File: config.mk
export PLATFORM = sky130hd
export DESIGN_NAME = pio_cycle_gen
export DESIGN_NICKNAME = d
export VERILOG_FILES = /design/src/rtl/pio_pkg.sv /design/src/rtl/pio_timing_decode.sv /design/src/rtl/pio_phase_seq.sv /design/src/rtl/pio_cycle_gen.sv
export SDC_FILE = /design/constraint.sdc
export NUM_CORES = 1
export LEC_CHECK = 0
export ABC_AREA = 0
export BUFFER_PORTS_ARGS = -buffer_cell sky130_fd_sc_hd__buf_2
export CORE_MARGIN = 4
export CORE_UTILIZATION = 50
export CTS_CLUSTER_DIAMETER = 40
export CTS_CLUSTER_SIZE = 8
export DETAILED_ROUTE_END_ITERATION = 10
export GPL_TIMING_DRIVEN = 0
export PLACE_DENSITY = 0.74
export SLEW_MARGIN = 15
export SYNTH_ARGS = -nofsm -noshare
export SYNTH_HDL_FRONTEND = slang
export SYNTH_SLANG_ARGS = --single-unit
File: constraint.sdc
create_clock -name clk -period 3.47 [get_ports clk]
set_clock_uncertainty 0.15 [all_clocks]
set_input_delay 0 -clock clk [delete_from_list [all_inputs] [get_ports clk]]
set_output_delay 0 -clock clk [all_outputs]
set_load 0.02 [all_outputs]
File: src/rtl/pio_pkg.sv
package pio_pkg;

    localparam int TBYTE_W = 8;
    localparam int MAX_CLKS = 16;
    localparam int CNT_W = $clog2(MAX_CLKS + 1);
    localparam int NUM_BYTES = 2;

    typedef enum logic [2:0] {
        PH_IDLE,
        PH_SETUP,
        PH_ACTIVE,
        PH_HOLD,
        PH_DONE
    } phase_e;

    typedef struct packed {
        logic [CNT_W-1:0] setup;
        logic [CNT_W-1:0] active;
        logic [CNT_W-1:0] hold;
    } phase_len_t;

    typedef struct packed {
        phase_e           phase;
        logic [CNT_W-1:0] cnt;
        logic [CNT_W-1:0] act_len;
        logic [CNT_W-1:0] hold_len;
        logic             wr;
    } seq_state_t;

    function automatic logic [CNT_W-1:0] setup_clks(input logic [1:0] code);
        return CNT_W'(code) + CNT_W'(1);
    endfunction

    function automatic logic [CNT_W-1:0] hold_clks(input logic [2:0] code);
        case (code)
            3'd6:    return CNT_W'(8);
            3'd7:    return CNT_W'(12);
            default: return CNT_W'(code) + CNT_W'(1);
        endcase
    endfunction

    function automatic logic [CNT_W-1:0] active_clks(input logic [2:0] code);
        case (code)
            3'd5:    return CNT_W'(8);
            3'd6:    return CNT_W'(12);
            3'd7:    return CNT_W'(16);
            default: return CNT_W'(code) + CNT_W'(2);
        endcase
    endfunction

endpackage

File: src/rtl/pio_timing_decode.sv
module pio_timing_decode
    import pio_pkg::*;
(
    input  logic [TBYTE_W-1:0] tbyte,
    output phase_len_t         len
);

    always_comb begin
        len.setup  = setup_clks(tbyte[7:6]);
        len.hold   = hold_clks(tbyte[5:3]);
        len.active = active_clks(tbyte[2:0]);
    end

    always_comb begin
        assert (len.setup != '0 && len.active > CNT_W'(1) && len.hold != '0
                && len.active <= CNT_W'(MAX_CLKS));
    end

endmodule

File: src/rtl/pio_phase_seq.sv
module pio_phase_seq
    import pio_pkg::*;
(
    input  logic       clk,
    input  logic       rst_n,
    input  logic       start,
    input  logic       is_write,
    input  phase_len_t len_in,
    input  logic       iordy_en,
    input  logic       iordy,
    output logic       addr_valid,
    output logic       rd_strobe,
    output logic       wr_strobe,
    output logic       busy,
    output logic       done
);

    seq_state_t st_d, st_q;
    logic       last_cnt;
    logic       stall;

    assign last_cnt = (st_q.cnt == '0);
    assign stall    = iordy_en && !iordy;

    always_comb begin
        st_d = st_q;
        case (st_q.phase)
            PH_IDLE: begin
                if (start) begin
                    st_d.phase    = PH_SETUP;
                    st_d.cnt      = len_in.setup - CNT_W'(1);
                    st_d.act_len  = len_in.active;
                    st_d.hold_len = len_in.hold;
                    st_d.wr       = is_write;
                end
            end
            PH_SETUP: begin
                if (last_cnt) begin
                    st_d.phase = PH_ACTIVE;
                    st_d.cnt   = st_q.act_len - CNT_W'(1);
                end else begin
                    st_d.cnt = st_q.cnt - CNT_W'(1);
                end
            end
            PH_ACTIVE: begin
                if (last_cnt) begin
                    if (!stall) begin
                        st_d.phase = PH_HOLD;
                        st_d.cnt   = st_q.hold_len - CNT_W'(1);
                    end
                end else begin
                    st_d.cnt = st_q.cnt - CNT_W'(1);
                end
            end
            PH_HOLD: begin
                if (last_cnt) begin
                    st_d.phase = PH_DONE;
                end else begin
                    st_d.cnt = st_q.cnt - CNT_W'(1);
                end
            end
            PH_DONE: begin
                st_d.phase = PH_IDLE;
            end
            default: begin
                st_d.phase = PH_IDLE;
            end
        endcase
    end

    always_ff @(posedge clk) begin
        if (!rst_n) begin
            st_q <= '{phase: PH_IDLE, cnt: '0, act_len: '0, hold_len: '0, wr: 1'b0};
        end else begin
            st_q <= st_d;
        end
    end

    assign addr_valid = (st_q.phase == PH_SETUP) || (st_q.phase == PH_ACTIVE)
                     || (st_q.phase == PH_HOLD);
    assign rd_strobe  = (st_q.phase == PH_ACTIVE) && !st_q.wr;
    assign wr_strobe  = (st_q.phase == PH_ACTIVE) && st_q.wr;
    assign busy       = (st_q.phase != PH_IDLE);
    assign done       = (st_q.phase == PH_DONE);

    AST_ONE_STROBE: assert property (@(posedge clk) disable iff (!rst_n)
        !(rd_strobe && wr_strobe));
    AST_STROBE_IN_ADDR: assert property (@(posedge clk) disable iff (!rst_n)
        (rd_strobe || wr_strobe) |-> addr_valid);
    AST_SETUP_FIRST: assert property (@(posedge clk) disable iff (!rst_n)
        $rose(addr_valid) |-> !(rd_strobe || wr_strobe));
    AST_DONE_PULSE: assert property (@(posedge clk) disable iff (!rst_n)
        done |=> (!done && !busy));
    AST_NO_RESTART: assert property (@(posedge clk) disable iff (!rst_n)
        (busy && !done && start) |=> busy);
    AST_IORDY_STRETCH: assert property (@(posedge clk) disable iff (!rst_n)
        (st_q.phase == PH_ACTIVE && last_cnt && iordy_en && !iordy)
        |=> (rd_strobe || wr_strobe));
    AST_IORDY_IGNORED: assert property (@(posedge clk) disable iff (!rst_n)
        (st_q.phase == PH_ACTIVE && last_cnt && !iordy_en)
        |=> (addr_valid && !rd_strobe && !wr_strobe));

endmodule

File: src/rtl/pio_cycle_gen.sv
module pio_cycle_gen
    import pio_pkg::*;
(
    input  logic               clk,
    input  logic               rst_n,
    input  logic               start,
    input  logic               sel_ctrl,
    input  logic               is_write,
    input  logic [TBYTE_W-1:0] data_timing,
    input  logic [TBYTE_W-1:0] ctrl_timing,
    input  logic               iordy_en,
    input  logic               iordy,
    output logic               addr_valid,
    output logic               rd_strobe,
    output logic               wr_strobe,
    output logic               busy,
    output logic               done
);

    logic [NUM_BYTES-1:0][TBYTE_W-1:0] tbytes;
    phase_len_t                        lens [NUM_BYTES];
    phase_len_t                        len_sel;

    assign tbytes[0] = data_timing;
    assign tbytes[1] = ctrl_timing;

    for (genvar g = 0; g < NUM_BYTES; g++) begin : g_dec
        pio_timing_decode u_dec (
            .tbyte (tbytes[g]),
            .len   (lens[g])
        );
    end

    assign len_sel = sel_ctrl ? lens[1] : lens[0];

    pio_phase_seq u_seq (
        .clk        (clk),
        .rst_n      (rst_n),
        .start      (start),
        .is_write   (is_write),
        .len_in     (len_sel),
        .iordy_en   (iordy_en),
        .iordy      (iordy),
        .addr_valid (addr_valid),
        .rd_strobe  (rd_strobe),
        .wr_strobe  (wr_strobe),
        .busy       (busy),
        .done       (done)
    );

    AST_IDLE_QUIET: assert property (@(posedge clk) disable iff (!rst_n)
        !busy |-> (!addr_valid && !rd_strobe && !wr_strobe && !done));

endmodule

==> results of run 1 <==
[Yosys cell counts, drive strengths merged (2+ instances only)]
master   instances  area (sq um)
xor2             4          35.0
or3              2          22.5
o211ai           4          30.0
a221oi           2          17.5
ha               6          75.1
o31ai            2          15.0
xnor2            5          43.8
a2111oi          2          17.5
o21ai           10          50.1
clkbuf           2          7.51
dfxtp           18           360
a211oi           2          15.0
a21oi            7          35.0
o211a            7          70.1
o221ai           4          35.0
nor4b            2          32.5
and2             2          12.5
nor2b            4          25.0
nand2b           3          26.3
nor3             7          35.0
o22ai            2          12.5
nor2            13          48.8
o41ai            2          25.0
nand3            2          10.0
nand2           16          60.1
a21boi           2          15.0
inv             14          52.6
buf              6          35.0
[where the power goes]
part	internal, mW	leakage, nW	switching, mW	total, mW
registers	0.272	0.148	0.0730	0.345
clock network	0.0639	0.0210	0.0667	0.131
logic	0.315	0.588	0.388	0.703
total	0.651	0.757	0.527	1.18
[what timing repair did]
action,4_1_cts,5_1_grt
buffers inserted,0,0
hold buffers,10,0
endpoints found under the hold margin,12,0
[per-layer routing]
metal | track usage | up-vias
li1 | - | 709
met1 | 0.291 | 649
met2 | 0.355 | 33
met3 | 0.0432 | 4
met4 | 0.0285 | 0
met5 | 0 | -
[final timing paths]
kind / from / endpoint / slack, ns / depth (start not counted)
worst max-delay path: u_seq.st_q[18]$_SDFFE_PN0P_ / u_seq.st_q[0]$_SDFFE_PN0P_ / 1.08 / 7
worst min-delay path: iordy / u_seq.st_q[16]$_SDFFE_PN0P_ / 0.007 / 4
worst max register to register: u_seq.st_q[18]$_SDFFE_PN0P_ / u_seq.st_q[0]$_SDFFE_PN0P_ / 1.08 / 7
worst min register to register: u_seq.st_q[2]$_SDFFE_PN0P_ / u_seq.st_q[2]$_SDFFE_PN0P_ / 0.39 / 1
[critical path, stage by stage, from the launching register on]
cell	delay [ns]
dfxtp_1	0.32
buf_6	0.13
or3_4	0.33
nor2_1	0.31
buf_2	0.29
nand2_1	0.10
a21boi_0	0.15
dlygate4sd3_1	0.56
[cells by family (layout without fill, tap and decap cells)]
family	count (synthesis)	count (layout)	share of synthesized area
AOI/OAI and AO/OA	56	56	0.309
and+or+nand+nor	56	56	0.227
buffers and inverters	22	62	0.0700
DFF	18	18	0.265
xor gates and xnor gates	9	9	0.0580
adders and majority gates	6	6	0.0552
muxes	2	2	0.0157
[through the flow]
stage / setup WS (ns) / power, mW / util
2_1_floorplan: 1.65 / 0.866 / -
3_3_place_gp: 1.40 / 1.02 / 0.600
3_5_place_dp: 1.43 / 1.03 / 0.600
4_1_cts: 1.10 / 1.18 / 0.653
5_1_grt: 0.960 / 1.29 / 0.653
6_report: 1.08 / 1.18 / 0.653
[area by class of cell]
type | instances | area share
repair buffers | 36 | 0.138
plain buffers | 8 | 0.0256
clock buffers | 4 | 0.0218
well taps | 30 | 0.0226
multi-input cells | 129 | 0.543
inverters | 14 | 0.0316
flip-flops and latches | 18 | 0.217
==> results_dict.tcl, run 1 <==
set metrics [dict create \
    status "finished, final reports clean" \
    cts_tree "built" \
    relSlewSlack 0.634 \
    die_x_microns 60.1 \
    synthFlopType "dfxtp_1" \
    syn2layout_area_growth_pct 22.4 \
    reg.largest.list "u_seq.st_q x18" \
    synthDistinctLibCells 51 \
    stdcell_count 239 \
    fill_cells 237 \
    htree_levels 1 \
    hold_class "in2reg" \
    pin_count 28 \
    top_register "u_seq.st_q" \
    regArea_sq_um 360 \
    synth_area_sq_um 1360 \
    grt_max_degree 11 \
    largest_reg_flops 18 \
    cts_inserted_buffers 3 \
    multi_input_area_sq_um 903 \
    rows 18 \
    drtPass1Iterations 4 \
    postSynth.asyncResetShare 0 \
    stdcell_area_sq_um 1660 \
    clk_pin_slew_ns 0.10 \
    route.detailed.drc 0 \
    path_class "reg2reg" \
    p_leak_nw 0.757 \
    setup.worst_path.start_class "flip-flop" \
    cts-root-buf "clkbuf_4" \
    top_layer_used "met4" \
    die_h_microns 60.1 \
    timing.final.crit_share 0.688 \
    max_freq_ghz 0.419 \
    vias 1395 \
    drtIter0Drc 91 \
    finalHoldViolCount 0 \
    gp_congestion 0.849 \
    start_util 0.534 \
    yosys_warnings 0 \
    drive_gt1_frac 0.196 \
    setup_viol 0 \
    m1WireLength_mm 1.65 \
    powerDensity_nw_per_um2 709 \
    required_ns 3.56 \
    portBuffers 26 \
    placed_cells 225 \
    diodes 0 \
    critPathMaxFanout 10 \
    synth-edff-count 0 \
    finalCriticalPeriod_ns 2.39 \
    dpl_cell_area_sq_um 1530 \
    fin_hold_ws_ns 0.00666 \
    grt_pass1_vias 1338 \
    met2_length_mm 1.59 \
    layout_commonest_cell "buf_2" \
    wire_per_inst_microns 14.4 \
    drv_cap 0 \
    worstMarginPinSlew_ns 0.535 \
    ir_worst_vdd_mv 0.559 \
    dieArea_sq_um 3620 \
    drtAntennaViolNets 0 \
    drt-total-wl_mm 3.43 \
    grt_pass1_wl_mm 5.98 \
    via_per_inst 5.84 \
    coreArea_sq_um 2540 \
    clockBufferDepth 2 \
    numClockSinks 18 \
    finalNetCount 239 \
    grt_setup_unrepaired "no" \
    synthCells 169 \
    ys_seq_elements 18 \
    insertion_delay_ns 0.29 \
    grt_overflow 0 \
    end_kind "flip-flop" \
    grt_use_total 0.214 \
    postCtsResizedCells 0 \
    tns_ns 0 \
    crit_arrival_ns 2.48 \
    syn_area_per_cell_sq_um 8.04 \
    antenna_found_initial 0 \
    dr_wl_met3_microns 161 \
    seq_area_frac_synth 0.265 \
    mostFrequentLayoutCells "buf_2, dfxtp_1, nand2_1" \
    synth_fp_nets 198 \
    slew_violations 0 \
    hpwl_mm 2.66 \
]
Note: power is estimated with default switching activity, not from simulation.
==> run 2: changes to the inputs <==
- CORE_UTILIZATION: 50 -> 49
- PLACE_DENSITY: 0.74 -> 0.75
- clock period: 3.47 -> 2 ns (I/O delays scaled with it)
==> run 2 against run 1 <==
  * Wire length grew 0.17%
  * Largest cell class unchanged
  * Critical endpoint is now u_seq.st_q[15]$_SDFFE_PN0P_
  * Non-clock buffer count stayed put
  * Register-to-register slack got worse by 0.96 ns
==> results_dict.tcl, run 2 (synthesis results as in run 1) <==
set metrics [dict create \
    status "finished, final reports clean" \
    worstMarginPinSlew_ns 0.496 \
    antenna_found_initial 0 \
    ir_worst_vdd_mv 1.16 \
    tns_ns 0 \
    drtIter0Drc 82 \
    drt-total-wl_mm 3.44 \
    grt_overflow 0 \
    stdcell_count 239 \
    crit_arrival_ns 1.95 \
    grt_use_total 0.204 \
    cts-root-buf "clkbuf_4" \
    cts_tree "built" \
    p_leak_nw 0.758 \
    numClockSinks 18 \
    utilization 0.652 \
    cts_inserted_buffers 3 \
    drtAntennaViolNets 0 \
    crit_path_cell_trace "inv_2 -> ha_4 -> nand2b_4 -> or3_4 -> o41ai_2 -> a21boi_1 -> a311oi_1" \
    timing.final.crit_share 0.939 \
    pin_count 28 \
    hpwl_mm 2.58 \
    wire_per_inst_microns 14.4 \
    relSlewSlack 0.669 \
    cpMaxStageDelayCell "or3_4" \
    syn2layout_area_growth_pct 23.2 \
    die_h_microns 60.7 \
    gp_congestion 0.842 \
    placed_cells 225 \
    dpl_cell_area_sq_um 1530 \
    finalNetCount 239 \
    portBuffers 26 \
    fin_hold_ws_ns 0.0108 \
    required_ns 2.07 \
    grt_max_degree 11 \
    drv_cap 0 \
    end_kind "flip-flop" \
    stdcell_area_sq_um 1670 \
    powerDensity_nw_per_um2 1260 \
    grt_setup_unrepaired "no" \
    die_x_microns 60.7 \
    critPathMaxFanout 3 \
    clockBufferDepth 2 \
    coreArea_sq_um 2570 \
    hold_class "in2reg" \
    route.detailed.drc 0 \
    htree_levels 1 \
    diodes 0 \
    reg.largest.list "u_seq.st_q x18" \
    critPathMaxStageDelay_ns 0.35 \
    rows 18 \
    path_class "reg2reg" \
    finalHoldViolCount 0 \
    mostFrequentLayoutCells "buf_2, dfxtp_1, nand2_1" \
    grt_pass1_wl_mm 5.80 \
    max_freq_ghz 0.533 \
    insertion_delay_ns 0.30 \
    drtPass1Iterations 4 \
    grt_pass1_vias 1304 \
    vias 1403 \
    start_util 0.529 \
    slew_violations 0 \
    setup_viol 0 \
    finalCriticalPeriod_ns 1.88 \
    clk_pin_slew_ns 0.11 \
    via_per_inst 5.87 \
    dieArea_sq_um 3680 \
    drive_gt1_frac 0.211 \
    largest_reg_flops 18 \
    setup.worst_path.start_class "flip-flop" \
    top_register "u_seq.st_q" \
    layout_commonest_cell "buf_2" \
]
## run 2: final timing paths
| path | startpoint | end | slack [ns] | cells after the start |
|---|---|---|---|---|
| max | u_seq.st_q[11]$_SDFFE_PN0P_ | u_seq.st_q[15]$_SDFFE_PN0P_ | 0.12 | 7 |
| min | iordy | u_seq.st_q[16]$_SDFFE_PN0P_ | 0.01 | 4 |
| max reg2reg | u_seq.st_q[11]$_SDFFE_PN0P_ | u_seq.st_q[15]$_SDFFE_PN0P_ | 0.12 | 7 |
| min reg2reg | u_seq.st_q[0]$_SDFFE_PN0P_ | u_seq.st_q[0]$_SDFFE_PN0P_ | 0.36 | 2 |
## run 2: worst max-delay path, delay by kind of cell, from the launching register on
| family | cells | cell delay, ns |
|---|---|---|
| simple gates | 2 | 0.41 |
| buf+inv | 1 | 0.09 |
| fa+ha+maj | 1 | 0.16 |
| flops | 1 | 0.34 |
| compound gates | 3 | 0.65 |
## run 2: metrics by stage
stage	power (mW)	setup slack (ns)
floorplan	1.50	0.179
global placement	1.76	-0.0739
detailed placement	1.78	-0.0168
CTS	2.06	0.0144
global route	2.27	0.0108
finish	2.10	0.122
## run 2: final cells by class
type	instances	area, sq um
Buffer	8	42.5
Multi-Input combinational cell	129	917
Timing Repair Buffer	36	228
Inverter	14	52.6
Fill cell	219	893
Tap cell	30	37.5
Sequential cell	18	360
Clock buffer	4	36.3
## run 2: metal layers
| metal | part of all wire | up-vias | GRT usage |
|---|---|---|---|
| met5 | 0 | - | 0 |
| met4 | 0.0096 | 0 | 0.0433 |
| met3 | 0.070 | 6 | 0.0404 |
| met2 | 0.45 | 57 | 0.316 |
| met1 | 0.47 | 636 | 0.295 |
| li1 | - | 704 | - |
## run 2: timing repair
action | 4_1_cts | 5_1_grt
hold endpoints to repair | 12 | 0
endpoints found under the setup margin | 2 | 5
hold buffers | 9 | 0
setup buffers | 1 | 0
resized for setup | 0 | 4
## run 2: where the power goes
group / switching, mW / internal [mW]
registers: 0.130 / 0.473
logic: 0.686 / 0.583
clock network: 0.119 / 0.111
total: 0.935 / 1.17
==> run 3: changes to the inputs <==
- CORE_ASPECT_RATIO: default -> 1.1
- CORE_UTILIZATION: 49 -> 50
- PLACE_DENSITY: 0.75 -> 0.74
- clock period: 2 -> 1.9 ns (I/O delays scaled with it)
==> run 3 against run 2 <==
  * Wire length grew 3.5%
  * Setup slack worse by 0.090 ns
  * Utilization increased by 2.3 points
  * Clock-buffer cell count did not move
  * First-iteration DRC count fell by 32%
  * Sequential share of layout area decreased by 0.48 points
  * Critical path depth unchanged
  * Critical endpoint unchanged
==> results_dict.tcl, run 3 (synthesis results as in run 1) <==
set metrics [dict create \
    utilization 0.675 \
    htree_levels 1 \
    powerDensity_nw_per_um2 1350 \
    finalCriticalPeriod_ns 1.87 \
    route.detailed.drc 0 \
    critPathMaxFanout 3 \
    grt_max_degree 11 \
    grt_pass1_wl_mm 6.05 \
    clockBufferDepth 2 \
    relSlewSlack 0.598 \
    grt_setup_unrepaired "yes" \
    dpl_cell_area_sq_um 1530 \
    setup.worst_path.start_class "flip-flop" \
    cts-root-buf "clkbuf_4" \
    drtIter0Drc 56 \
    rows 19 \
    tns_ns 0 \
    die_h_microns 62.7 \
    slew_violations 0 \
    pwr-share-comb 0.617 \
    via_per_inst 5.97 \
    largest_reg_flops 18 \
    clk_pin_slew_ns 0.11 \
    coreArea_sq_um 2540 \
    portBuffers 26 \
    end_kind "flip-flop" \
    drt-total-wl_mm 3.56 \
    cts_inserted_buffers 3 \
    drv_cap 0 \
    top_register "u_seq.st_q" \
    diodes 0 \
    antenna_found_initial 0 \
    hpwl_mm 2.59 \
    setup_viol 0 \
    cts_tree "built" \
    critPathMaxStageDelay_ns 0.35 \
    dr_wl_met3_microns 209 \
    insertion_delay_ns 0.29 \
    finalNetCount 241 \
    layout_commonest_cell "buf_2" \
    power_switching_share 0.452 \
    grt_use_total 0.202 \
    m1WireLength_mm 1.52 \
    drtPass1Iterations 4 \
    cpMaxStageDelayCell "or3_4" \
    path_class "reg2reg" \
    timing.final.crit_share 0.983 \
    p_seq_frac 0.279 \
    dieArea_sq_um 3620 \
    p_int_mw 1.27 \
    met2_length_mm 1.77 \
    die_x_microns 57.7 \
    numClockSinks 18 \
    grt_pass1_vias 1407 \
    placed_cells 226 \
    drive_gt1_frac 0.242 \
    start_util 0.534 \
    gp_congestion 0.872 \
    drtAntennaViolNets 0 \
    required_ns 1.94 \
    finalPower_mw 2.31 \
    p_clk_frac 0.104 \
    worstMarginPinSlew_ns 0.602 \
    crit_arrival_ns 1.91 \
    crit_path_cell_trace "inv_1 -> ha_4 -> nand2b_4 -> or3_4 -> o41ai_2 -> a21boi_1 -> a311oi_1" \
    top_layer_used "met4" \
    max_freq_ghz 0.535 \
    p_leak_nw 0.769 \
    wire_per_inst_microns 14.7 \
    grt_overflow 0 \
    crit_buf_inv 1 \
    status "finished, final reports clean" \
    mostFrequentLayoutCells "buf_2, dfxtp_1, nand2_1" \
    stdcell_count 242 \
    crit_family "compound AO/OA/AOI/OAI gates" \
    stdcell_area_sq_um 1720 \
    ir_worst_vdd_mv 0.988 \
    reg.largest.list "u_seq.st_q x18" \
    power.switching_mw 1.04 \
    vias 1444 \
    syn2layout_area_growth_pct 26.4 \
    pin_count 28 \
    hold_class "in2reg" \
    finalHoldViolCount 0 \
]
==> run 3: power by group through the flow <==
stage / registers [mW] / logic (mW) / clock network, mW
global route: 0.665 / 1.56 / 0.267
detailed placement: 0.640 / 1.24 / 0
finish: 0.646 / 1.43 / 0.239
global placement: 0.635 / 1.21 / 0
CTS: 0.633 / 1.30 / 0.246
floorplan: 0.606 / 0.975 / 0
==> run 3: final timing paths <==
path,startpoint,end,slack [ns],cells past startpoint
max,u_seq.st_q[12]$_SDFFE_PN0P_,u_seq.st_q[15]$_SDFFE_PN0P_,0.03,7
min,iordy,u_seq.st_q[16]$_SDFFE_PN0P_,0.007,4
max reg2reg,u_seq.st_q[12]$_SDFFE_PN0P_,u_seq.st_q[15]$_SDFFE_PN0P_,0.03,7
min reg2reg,u_seq.st_q[0]$_SDFFE_PN0P_,u_seq.st_q[0]$_SDFFE_PN0P_,0.36,2
==> run 3: cell type report <==
| cell class | count | area, sq um |
|---|---|---|
| multi-input combinational | 129 | 941 |
| fill | 195 | 826 |
| clock buffer | 4 | 36.3 |
| tap | 31 | 38.8 |
| inverter | 14 | 52.6 |
| buffer | 8 | 42.5 |
| sequential | 18 | 362 |
| timing repair buffer | 38 | 245 |
==> run 3: tightest hold or removal path, cell delays in order <==
cell and delay [ns]:
buf_2 0.07, nor2b_1 0.07, o221ai_1 0.13, and3b_1 0.15
==> run 3: per-layer routing <==
| layer | track usage | up-vias |
|---|---|---|
| met5 | 0 | - |
| li1 | - | 713 |
| met1 | 0.246 | 680 |
| met4 | 0.0406 | 0 |
| met3 | 0.0372 | 10 |
| met2 | 0.363 | 41 |
==> run 3: what timing repair did <==
item	CTS	global route
pin swaps	1	6
buffers inserted	0	2
gates cloned	0	0
setup endpoints to repair	6	5
endpoints found under the hold margin	12	0
hold buffers	10	0
resized for setup	5	8
==> run 3: stage by stage <==
stage	hold WS [ns]	worst slack, ns
floorplan	-0.0218	0.0789
global placement	0.101	-0.126
detailed placement	0.109	-0.128
CTS	0.00372	0.00216
global route	0.00388	-0.0628
finish	0.00701	0.0320
